### src/rtl/vlc_pkg.sv
package vlc_pkg;
  localparam int NUM_FAULT = 3;
  // index order is the priority order: lower index wins
  localparam int FI_UNDEF = 0;
  localparam int FI_DEVNA = 1;
  localparam int FI_GP    = 2;
  typedef logic [NUM_FAULT-1:0] fault_vec_t;
endpackage

### src/rtl/vlc_gate_check.sv
module vlc_gate_check (
  input  logic fpu_emulate,
  input  logic vec_state_en,
  input  logic feature_present,
  input  logic ctx_switched,
  input  logic pfx_lock,
  input  logic pfx_rep,
  input  logic pfx_repne,
  output logic undef_req,
  output logic devna_req
);
  logic enable_bad;
  logic prefix_bad;

  always_comb begin
    enable_bad = fpu_emulate | ~vec_state_en | ~feature_present;
    prefix_bad = pfx_lock | pfx_rep | pfx_repne;
    undef_req  = enable_bad | prefix_bad;
    devna_req  = ctx_switched;
  end
endmodule

### src/rtl/vlc_align_check.sv
module vlc_align_check #(
  parameter int ALIGN_BYTES = 16,
  localparam int AW = (ALIGN_BYTES > 1) ? $clog2(ALIGN_BYTES) : 1
) (
  input  logic          src_is_mem,
  input  logic [AW-1:0] ea_low,
  output logic          gp_req
);
  generate
    if (ALIGN_BYTES > 1) begin : g_align
      assign gp_req = src_is_mem & (|ea_low);
    end else begin : g_noalign
      logic unused_bits;
      assign unused_bits = src_is_mem ^ (^ea_low);
      assign gp_req = 1'b0;
    end
  endgenerate
endmodule

### src/rtl/vlc_fault_prio.sv
module vlc_fault_prio
  import vlc_pkg::*;
(
  input  fault_vec_t req,
  output fault_vec_t grant,
  output logic       none
);
  logic [NUM_FAULT:0] seen;

  assign seen[0] = 1'b0;
  generate
    for (genvar i = 0; i < NUM_FAULT; i++) begin : g_rank
      assign grant[i]   = req[i] & ~seen[i];
      assign seen[i+1]  = seen[i] | req[i];
    end
  endgenerate
  assign none = ~seen[NUM_FAULT];
endmodule

### src/rtl/vec_legal_check.sv
module vec_legal_check
  import vlc_pkg::*;
#(
  parameter int ALIGN_BYTES = 16,
  localparam int AW = (ALIGN_BYTES > 1) ? $clog2(ALIGN_BYTES) : 1
) (
  input  logic          clk,
  input  logic          rst,
  input  logic          chk_valid,
  input  logic          fpu_emulate,
  input  logic          vec_state_en,
  input  logic          feature_present,
  input  logic          ctx_switched,
  input  logic          pfx_lock,
  input  logic          pfx_rep,
  input  logic          pfx_repne,
  input  logic          src_is_mem,
  input  logic [AW-1:0] ea_low,
  output logic          res_valid,
  output logic          res_ok,
  output logic          flt_undef,
  output logic          flt_devna,
  output logic          flt_gp
);
  fault_vec_t req;
  fault_vec_t grant;
  logic       pass;

  vlc_gate_check u_gate (
    .fpu_emulate    (fpu_emulate),
    .vec_state_en   (vec_state_en),
    .feature_present(feature_present),
    .ctx_switched   (ctx_switched),
    .pfx_lock       (pfx_lock),
    .pfx_rep        (pfx_rep),
    .pfx_repne      (pfx_repne),
    .undef_req      (req[FI_UNDEF]),
    .devna_req      (req[FI_DEVNA])
  );

  vlc_align_check #(.ALIGN_BYTES(ALIGN_BYTES)) u_align (
    .src_is_mem(src_is_mem),
    .ea_low    (ea_low),
    .gp_req    (req[FI_GP])
  );

  vlc_fault_prio u_prio (
    .req  (req),
    .grant(grant),
    .none (pass)
  );

  always_ff @(posedge clk) begin
    if (rst) begin
      res_valid <= 1'b0;
      res_ok    <= 1'b0;
      flt_undef <= 1'b0;
      flt_devna <= 1'b0;
      flt_gp    <= 1'b0;
    end else begin
      res_valid <= chk_valid;
      res_ok    <= chk_valid & pass;
      flt_undef <= chk_valid & grant[FI_UNDEF];
      flt_devna <= chk_valid & grant[FI_DEVNA];
      flt_gp    <= chk_valid & grant[FI_GP];
    end
  end

  // verdict register checks
  assert_single_verdict_R8: assert property (@(posedge clk) disable iff (rst)
    res_valid |-> $countones({res_ok, flt_undef, flt_devna, flt_gp}) == 1);

  assert_idle_quiet_R9: assert property (@(posedge clk) disable iff (rst)
    !res_valid |-> !(res_ok || flt_undef || flt_devna || flt_gp));

  assert_latency_R9: assert property (@(posedge clk) disable iff (rst)
    $past(chk_valid && !rst) |-> res_valid);

  assert_emulate_undef_R1: assert property (@(posedge clk) disable iff (rst)
    $past(chk_valid && !rst && fpu_emulate) |-> flt_undef);

  assert_enable_undef_R2: assert property (@(posedge clk) disable iff (rst)
    $past(chk_valid && !rst && !(vec_state_en && feature_present)) |-> flt_undef);

  assert_prefix_undef_R3: assert property (@(posedge clk) disable iff (rst)
    $past(chk_valid && !rst && (pfx_lock || pfx_rep || pfx_repne)) |-> flt_undef);

  assert_register_no_gp_R6: assert property (@(posedge clk) disable iff (rst)
    $past(chk_valid && !rst && !src_is_mem) |-> !flt_gp);

  assert_rank_R7: assert property (@(posedge clk) disable iff (rst)
    flt_gp |-> !$past(ctx_switched));
endmodule

### config.mk
export PLATFORM = sky130hd
export DESIGN_NAME = vec_legal_check
export DESIGN_NICKNAME = d
export VERILOG_FILES = /design/src/rtl/vlc_pkg.sv /design/src/rtl/vlc_gate_check.sv /design/src/rtl/vlc_align_check.sv /design/src/rtl/vlc_fault_prio.sv /design/src/rtl/vec_legal_check.sv
export SDC_FILE = /design/constraint.sdc
export NUM_CORES = 1
export LEC_CHECK = 0
export BUFFER_PORTS_ARGS = -buffer_cell sky130_fd_sc_hd__buf_2
export CAP_MARGIN = 20
export CORE_AREA = 2 2 39 41
export CTS_CLUSTER_SIZE = 10
export DETAILED_ROUTE_END_ITERATION = 6
export DIE_AREA = 0 0 41 43
export PLACE_DENSITY = 0.36
export SYNTH_ARGS = -nofsm -noshare
export SYNTH_HDL_FRONTEND = slang
export SYNTH_SLANG_ARGS = --single-unit
### constraint.sdc
create_clock -name clk -period 1.95 [get_ports clk]
set_input_delay 0.39 -clock clk [delete_from_list [all_inputs] [get_ports clk]]
set_output_delay 0.39 -clock clk [all_outputs]
set_load 0.01 [all_outputs]
==> Yosys cells after proc, flatten, opt, wreduce, memory -nomap -nowiden <==
Index checks and enable logic that the tools add are counted.
{ "op_classes": {"bitwise_logic": 19, "reduce_logical": 1} }
{ "op_table": {"columns": ["operator", "n"], "rows": [
  ["AND 1 bit", 7],
  ["bitwise OR 1 bit", 7],
  ["NOT 1 bit", 5],
  ["OR reduction 4 bit", 1]
]} }
{ "totals": {"regBits": 5, "input_bits": 15, "output_inout_bits": 5, "word_cells": 25} }

==> Logic depth before layout (Yosys ltp) <==
Gate-level depths: netlist (run 1).
{ "depth": {"ltp_word": 8, "mapped_depth": 2} }

==> Cells and area by module <==
A second synthesis (run 1) with hierarchy kept.
{ "unflattened": {"cells_unflattened": 18, "area_unflattened_um2": 221.5} }
{ "by_module_without_submodules": {"columns": ["mod", "n_inst", "cells_per_inst", "area_each_um2", "seq_area_each_um2"], "rows": [
  ["vec_legal_check", 1, 10, 141.4, 100.1],
  ["vlc_fault_prio", 1, 4, 38.8, 0.0],
  ["vlc_gate_check", 1, 3, 30.0, 0.0],
  ["vlc_align_check", 1, 1, 11.3, 0.0]
]} }

==> Least setup slack after synthesis (run 1) <==
OpenSTA, ideal clock, no wires.
{ "synth_path": {"path_type": "input to register", "from": "input rst", "to": "register res_ok", "setup_time_ps": 88, "arrival_time_ps": 1113, "required_ps": 1862, "setup_slack_ps": 749, "path_stages": 2, "n_path_buf": 0, "path_cell_list": "or4b_4 nor4b_2"} }
{ "synth_lines": {"columns": ["item", "line_no", "text"], "rows": [
  ["start: declaration", "vec_legal_check.sv:8", "input logic rst,"],
  ["end signal: assignment", "vec_legal_check.sv:62", "res_ok <= chk_valid & pass;"],
  ["end: declaration", "vec_legal_check.sv:20", "output logic res_ok,"]
]} }

==> impl_results.md, run 1 <==
* Run status: finished, final reports clean
* Hold violation total from the final report at 0
* Max rail drop VDD at 0.233 mV
* ANT cells at 0
* Final worst path period need at 1090 ps
* Cell variety after synth at 10
* Ordered list of cells on the worst path: buf_2, or4b_4, nor4b_2
* Met3 Wirelength at 100 um
* Gate Count Post-Synth at 14
* Worst Setup End Kind: register
* Leakage power of the design at 0.158 nW
* RSZ-0062 raised after global routing: no
* Initial antenna violation count at 0
* Buffers on Ports at 19
* Maximum frequency from static timing analysis at 917 MHz
* Netlist area before placement at 181 um2
* TritonCTS clock tree: built
* H-tree depth reported by CTS at 1
* Endpoint arrival time on the critical path at 1240 ps
* Post-synth net total at 29
* Data required time at the worst endpoint at 2100 ps
* Remaining DRCs at 0
* Setup violations, final at 0
* Yosys reg bits at 5
* Setup WS post-layout at 860 ps
* Setup_tns at 0 ps
* Detailed Route Iter0 Violations at 2
* Cell type with the highest aggregate area in the netlist: sky130_fd_sc_hd__dfxtp_1
* Max cap viols at 0
* Post-layout net count at 53
* FP Rows at 14
* Top Layer Used: met3
* Chip width at 41 um
* Delay of the slowest critical-path stage at 540 ps
* Class of the worst hold path: input pin to register
* Number of buffers added to fix hold violations after cts at 0
* Setup crit start kind: input pin
* Initial Util at 13.1%
* Final period util at a little under three fifths
* Area contributors post-synth: sky130_fd_sc_hd__dfxtp_1, sky130_fd_sc_hd__nor4b_2, sky130_fd_sc_hd__or4b_4
* Maximum clock path buffer count at 2
* Category of cells accounting for the largest share of critical-path delay: simple AND/OR/NAND/NOR gates
* CTS sink cnt at 5
* Routed wl met2 at between 150 and 200 um
* Worst slew margin relative to its limit at between 70 and 80%
* Detailed-routing iteration count for the pre-antenna-repair pass at 2
* Number of buffers added for setup after CTS at 0
* Syn Area/Cell at 13.0 um2
* Endpoint of the worst hold path: res_ok
* Global-route wire length before repair at 641 um
* Post-Place Cell Area at 297 um2
* Buf+Inv Stages, Crit Path at 1
* Clock root buffer: sky130_fd_sc_hd__clkbuf_4
* Number of gates given a new drive strength after cts at 0
* Total Power Consumption at 0.246 mW
* Final weighted congestion in routability-driven placement at 0.658
* Number of cells traversed by the worst hold path at 2
* P per Cell Area at approximately 760 mW/mm2
* Post-route standard cell area excluding fillers at around 320 um2
* Setup Slack @ Placement at 609 ps
* Die outline height at 43 um
* Overall die area at 0.00176 mm2
* Synthesis warning total at 0
* Wl on met1 at 201 um
* Startpoint-to-endpoint class of the critical path: input pin to register
* Largest fanout of any net on the critical path at 3
* Routed Antenna Nets at 0
* Transition time at the pin with the least slew margin at 419 ps
* Pins Over Slew Limit at 0
* Start point of the worst min-delay path: ctx_switched
* Gr ovfl total at 0
* Cts bufs inserted at 3
* Total number of vias at 203
* Worst-path clk slew at 40 ps
* Vias in the first global route at about 190
* Share of Yosys cell area claimed by the top area cell type at 55.2%
* Drt total wl at 490 um
* Seq/Total Area, Yosys at between 50% and 60%
* Largest net degree at the start of global routing at 5
* Area Growth Syn to Fin at 77.9%
* I/O Pins at 20
* Share of layout cells above drive strength 1 at approximately two thirds
* Slowest cell on the critical path: sky130_fd_sc_hd__or4b_4
* Routed wire per std cell at 9.25 um
* Via density per instance at 3.83
* End-of-flow core utilization at 23.3%
* Core area at 0.00138 mm2
* Global Route Usage Sum at 6.43%
-- cells in the final DEF (no fill, tap or decap), drive strengths merged --
cell type / synthesis / layout
or4b: 1 / 1
nand4bb: 1 / 1
dfxtp: 5 / 5
o41ai: 1 / 1
nor4b: 1 / 1
and2b: 1 / 1
clkbuf: 0 / 4
buf: 0 / 19
o31a: 1 / 1
nor4: 1 / 1
inv: 1 / 1
nor3: 1 / 1
-- sequential cells by signal, indices dropped and copies added (netlist names) --
name       flops
res_valid      1
flt_gp         1
flt_devna      1
res_ok         1
flt_undef      1
-- where the power goes --
part           internal, mW  switching [mW]  total (mW)  leakage [nW]
logic                0.0160          0.0103      0.0264         0.103
clock network        0.0770          0.0375       0.115        0.0150
registers             0.105        0.000394       0.105        0.0408
total                 0.198          0.0483       0.246         0.158
-- per-stage QoR --
stage                     cells  hold WS, ps
after floorplan              14          461
after global placement       49          598
after detailed placement     49          604
after CTS                    53          350
after global routing         53          350
final                        53          360
-- how the worst max path moves through the flow --
stage / cells past startpoint / end / slack (ps) / from
2_1_floorplan: 2 / res_ok / 750 / rst
3_3_place_gp: 3 / res_ok / 630 / rst
3_5_place_dp: 3 / res_ok / 610 / rst
4_1_cts: 3 / res_ok / 860 / rst
5_1_grt: 3 / res_ok / 820 / rst
6_report: 3 / res_ok / 860 / rst
-- logic make-up after synthesis --
kind of cell	count (synthesis)	synth area share, %
AND/OR/NAND/NOR	6	33.1
buffers and inverters	1	2.07
AO/OA/AOI/OAI	2	9.66
flip-flops	5	55.2
-- cell usage after synthesis --
library cell                count
sky130_fd_sc_hd__dfxtp_1        5
sky130_fd_sc_hd__and2b_2        1
sky130_fd_sc_hd__inv_1          1
sky130_fd_sc_hd__nand4bb_1      1
sky130_fd_sc_hd__nor3_1         1
sky130_fd_sc_hd__nor4_1         1
sky130_fd_sc_hd__nor4b_2        1
sky130_fd_sc_hd__o31a_1         1
sky130_fd_sc_hd__o41ai_1        1
sky130_fd_sc_hd__or4b_4         1
-- routing by layer --
layer | track usage [%] | up-vias
li1 | - | 100
met1 | 5.14 | 82
met2 | 7.81 | 21
met3 | 8.90 | 0
met4 | 4.00 | 0
met5 | 0 | -
-- layout make-up --
class,instances,area [um2]
sequential,5,100
multi-input combinational,8,77.6
inverter,1,3.75
fill,158,1060
tap,16,20.0
timing repair buffer,19,95.1
clock buffer,4,26.3
Note: power is estimated with default switching activity, not from simulation.
==> run 2: changes to the inputs <==
--- a/config.mk
+++ b/config.mk
@@ -11,7 +11,7 @@
 export CTS_CLUSTER_SIZE = 10
 export DETAILED_ROUTE_END_ITERATION = 6
 export DIE_AREA = 0 0 41 43
-export PLACE_DENSITY = 0.36
+export PLACE_DENSITY = 0.37
 export SYNTH_ARGS = -nofsm -noshare
 export SYNTH_HDL_FRONTEND = slang
 export SYNTH_SLANG_ARGS = --single-unit
==> constraint.sdc (replaced) <==
create_clock -name clk -period 1 [get_ports clk]
set_input_delay 0.2 -clock clk [delete_from_list [all_inputs] [get_ports clk]]
set_output_delay 0.2 -clock clk [all_outputs]
set_load 0.01 [all_outputs]
==> run 2 against run 1 <==
Against the previous run: worst setup slack lost 770 ps; clock-buffer cell count did not move; die area is the same; final cell count is the same; largest power group unchanged; non-clock buffer count did not move; wire length fell by 5.1%; highest routed layer unchanged; power rose by 96%.
==> impl_results.md, run 2 (synthesis results as in run 1) <==
* Detailed Route Iter0 Violations at 2 (unchanged)
* Run status: finished, final reports clean (unchanged)
* Remaining DRCs at 0 (unchanged)
* Leakage power of the design at 0.158 nW (unchanged)
* Gr ovfl total at 0 (unchanged)
* Proportion of total power due to net switching at 20.0% (was 19.6%)
* Internal Pwr Total at 0.386 mW (was 0.198 mW)
* Final weighted congestion in routability-driven placement at 0.605 (was 0.658)
* Setup crit start kind: input pin (unchanged)
* Cts bufs inserted at 3 (unchanged)
* Reported net switching power at 0.0965 mW (was 0.0483 mW)
* Worst-case hold slack at 172 ps (was 360 ps)
* Startpoint-to-endpoint class of the critical path: input pin to register (unchanged)
* Worst Setup End Kind: register (unchanged)
* Capturing element of the worst setup path: res_ok (unchanged)
* Global-route wire length before repair at 676 um (was 641 um)
* Number of logic stages on the critical path including buffering at 3 (unchanged)
* Register area at 100 um2 (unchanged)
* FP Rows at 14 (unchanged)
* Class of the worst hold path: input pin to register (unchanged)
* Clock root buffer: sky130_fd_sc_hd__clkbuf_4 (unchanged)
* Setup violations, final at 0 (unchanged)
* Routed Antenna Nets at 0 (unchanged)
* RSZ-0062 raised after global routing: no (unchanged)
* CTS sink cnt at 5 (unchanged)
* Number of gates given a new drive strength after cts at 0 (unchanged)
* Initial antenna violation count at 0 (unchanged)
* Multi-input gate area in the final layout at 77.6 um2 (unchanged)
* Pins Over Slew Limit at 0 (unchanged)
* Most common cell after layout, fill and taps aside: sky130_fd_sc_hd__buf_2 (unchanged)
* Die outline height at 43 um (unchanged)
* Number of buffers added to fix hold violations after cts at 0 (unchanged)
* Via density per instance at 3.66 (was 3.83)
* Ordered list of cells on the worst path: buf_2, or4b_4, nor4b_2 (unchanged)
* Global Route Usage Sum at 6.33% (was 6.43%)
* Max cap viols at 0 (unchanged)
* Total number of vias at 194 (was 203)
* Number of buffers added for setup after CTS at 0 (unchanged)
* Transition time at the pin with the least slew margin at 394 ps (was 419 ps)
* Largest fanout of any net on the critical path at 3 (unchanged)
* TritonCTS clock tree: built (unchanged)
* Final period util at 90.7%
* Worst-path clk slew at 40 ps (about the same)
* Detailed-routing iteration count for the pre-antenna-repair pass at 2 (unchanged)
* I/O Pins at 20 (unchanged)
* H-tree depth reported by CTS at 1 (unchanged)
* Final worst path period need at 907 ps
* Clk pwr share at 46.9% (was 46.5%)
* Initial Util at 13.1% (unchanged)
* Category of cells accounting for the largest share of critical-path delay: simple AND/OR/NAND/NOR gates (unchanged)
* Delay of the slowest critical-path stage at 540 ps (about the same)
* Data required time at the worst endpoint at 1150 ps (was 2100 ps)
* Buffers on Ports at 19 (unchanged)
* Post-layout net count at 53 (unchanged)
* Sequential fraction of design power at 42.6% (was 42.8%)
* Worst slew margin relative to its limit at 73.4% (was 71.7%)
* Share of layout cells above drive strength 1 at 67.6% (unchanged)
* Maximum frequency from static timing analysis at 1100 MHz
* Core area at 0.00138 mm2 (unchanged)
* Slowest cell on the critical path: sky130_fd_sc_hd__or4b_4 (unchanged)
* Maximum clock path buffer count at 2 (unchanged)
* P per Cell Area at 1500 mW/mm2 (was 763 mW/mm2)
* Overall die area at 0.00176 mm2 (unchanged)
* Max rail drop VDD at 0.870 mV (was 0.233 mV)
* Setup_tns at 0 ps (unchanged)
* Hold violation total from the final report at 0 (unchanged)
* Drt total wl at 465 um (was 490 um)
* Crit. Startpoint: rst (unchanged)
* Number of filler cells placed in the layout at 158 (unchanged)
* Top library cells by usage in the layout, fill and taps aside: sky130_fd_sc_hd__buf_2, sky130_fd_sc_hd__dfxtp_1, sky130_fd_sc_hd__clkbuf_4 (unchanged)
* Largest net degree at the start of global routing at 5 (unchanged)
* ANT cells at 0 (unchanged)
* Area Growth Syn to Fin at 77.9% (unchanged)
* Buf+Inv Stages, Crit Path at 1 (unchanged)
* Chip width at 41 um (unchanged)
* Routed wire per std cell at 8.77 um (was 9.25 um)
* Endpoint arrival time on the critical path at 1060 ps (was 1240 ps)
* Proportion of power drawn by combinational gates at 10.5% (was 10.7%)
* Vias in the first global route at 191 (was 185)
[run 2: worst min-delay path by stage]
stage | startpoint | end | slack [ps] | cells after the start
floorplan | ctx_switched | res_ok | 270 | 1
global placement | ctx_switched | res_ok | 410 | 2
detailed placement | ctx_switched | res_ok | 410 | 2
CTS | ctx_switched | res_ok | 160 | 2
global route | ctx_switched | res_ok | 160 | 2
finish | ctx_switched | res_ok | 170 | 2
[run 2: per-stage QoR]
stage,total power [mW],utilization [%],instances,worst slack [ps],cell area [um2]
detailed placement,0.260,21.4,49,-150,297
finish,0.483,23.3,53,92.5,323
floorplan,0.225,-,14,-11.0,181
CTS,0.497,23.3,53,99.7,323
global route,0.512,23.3,53,60.4,323
global placement,0.259,21.4,49,-129,297
[run 2: power groups by stage]
stage,Sequential [mW],Clock [mW],Combinational [mW]
floorplan,0.212,0,0.0135
global placement,0.209,0,0.0497
detailed placement,0.209,0,0.0510
CTS,0.206,0.241,0.0511
global route,0.206,0.252,0.0547
finish,0.206,0.227,0.0507
[run 2: cell type report]
class | count | share of cell area (%)
Clock buffer | 4 | 8.14
Inverter | 1 | 1.16
Tap cell | 16 | 6.20
Timing Repair Buffer | 19 | 29.5
Multi-Input combinational cell | 8 | 24.0
Sequential cell | 5 | 31.0
[run 2: layer usage]
metal / up-vias / share of wire, % / track usage [%] / routed length [um]
li1: 100 / - / - / -
met1: 74 / 39 / 6.11 / 183
met2: 20 / 37 / 8.13 / 170
met3: 0 / 24 / 7.85 / 111
met4: 0 / 0 / 2.00 / 0
met5: - / 0 / 0 / 0
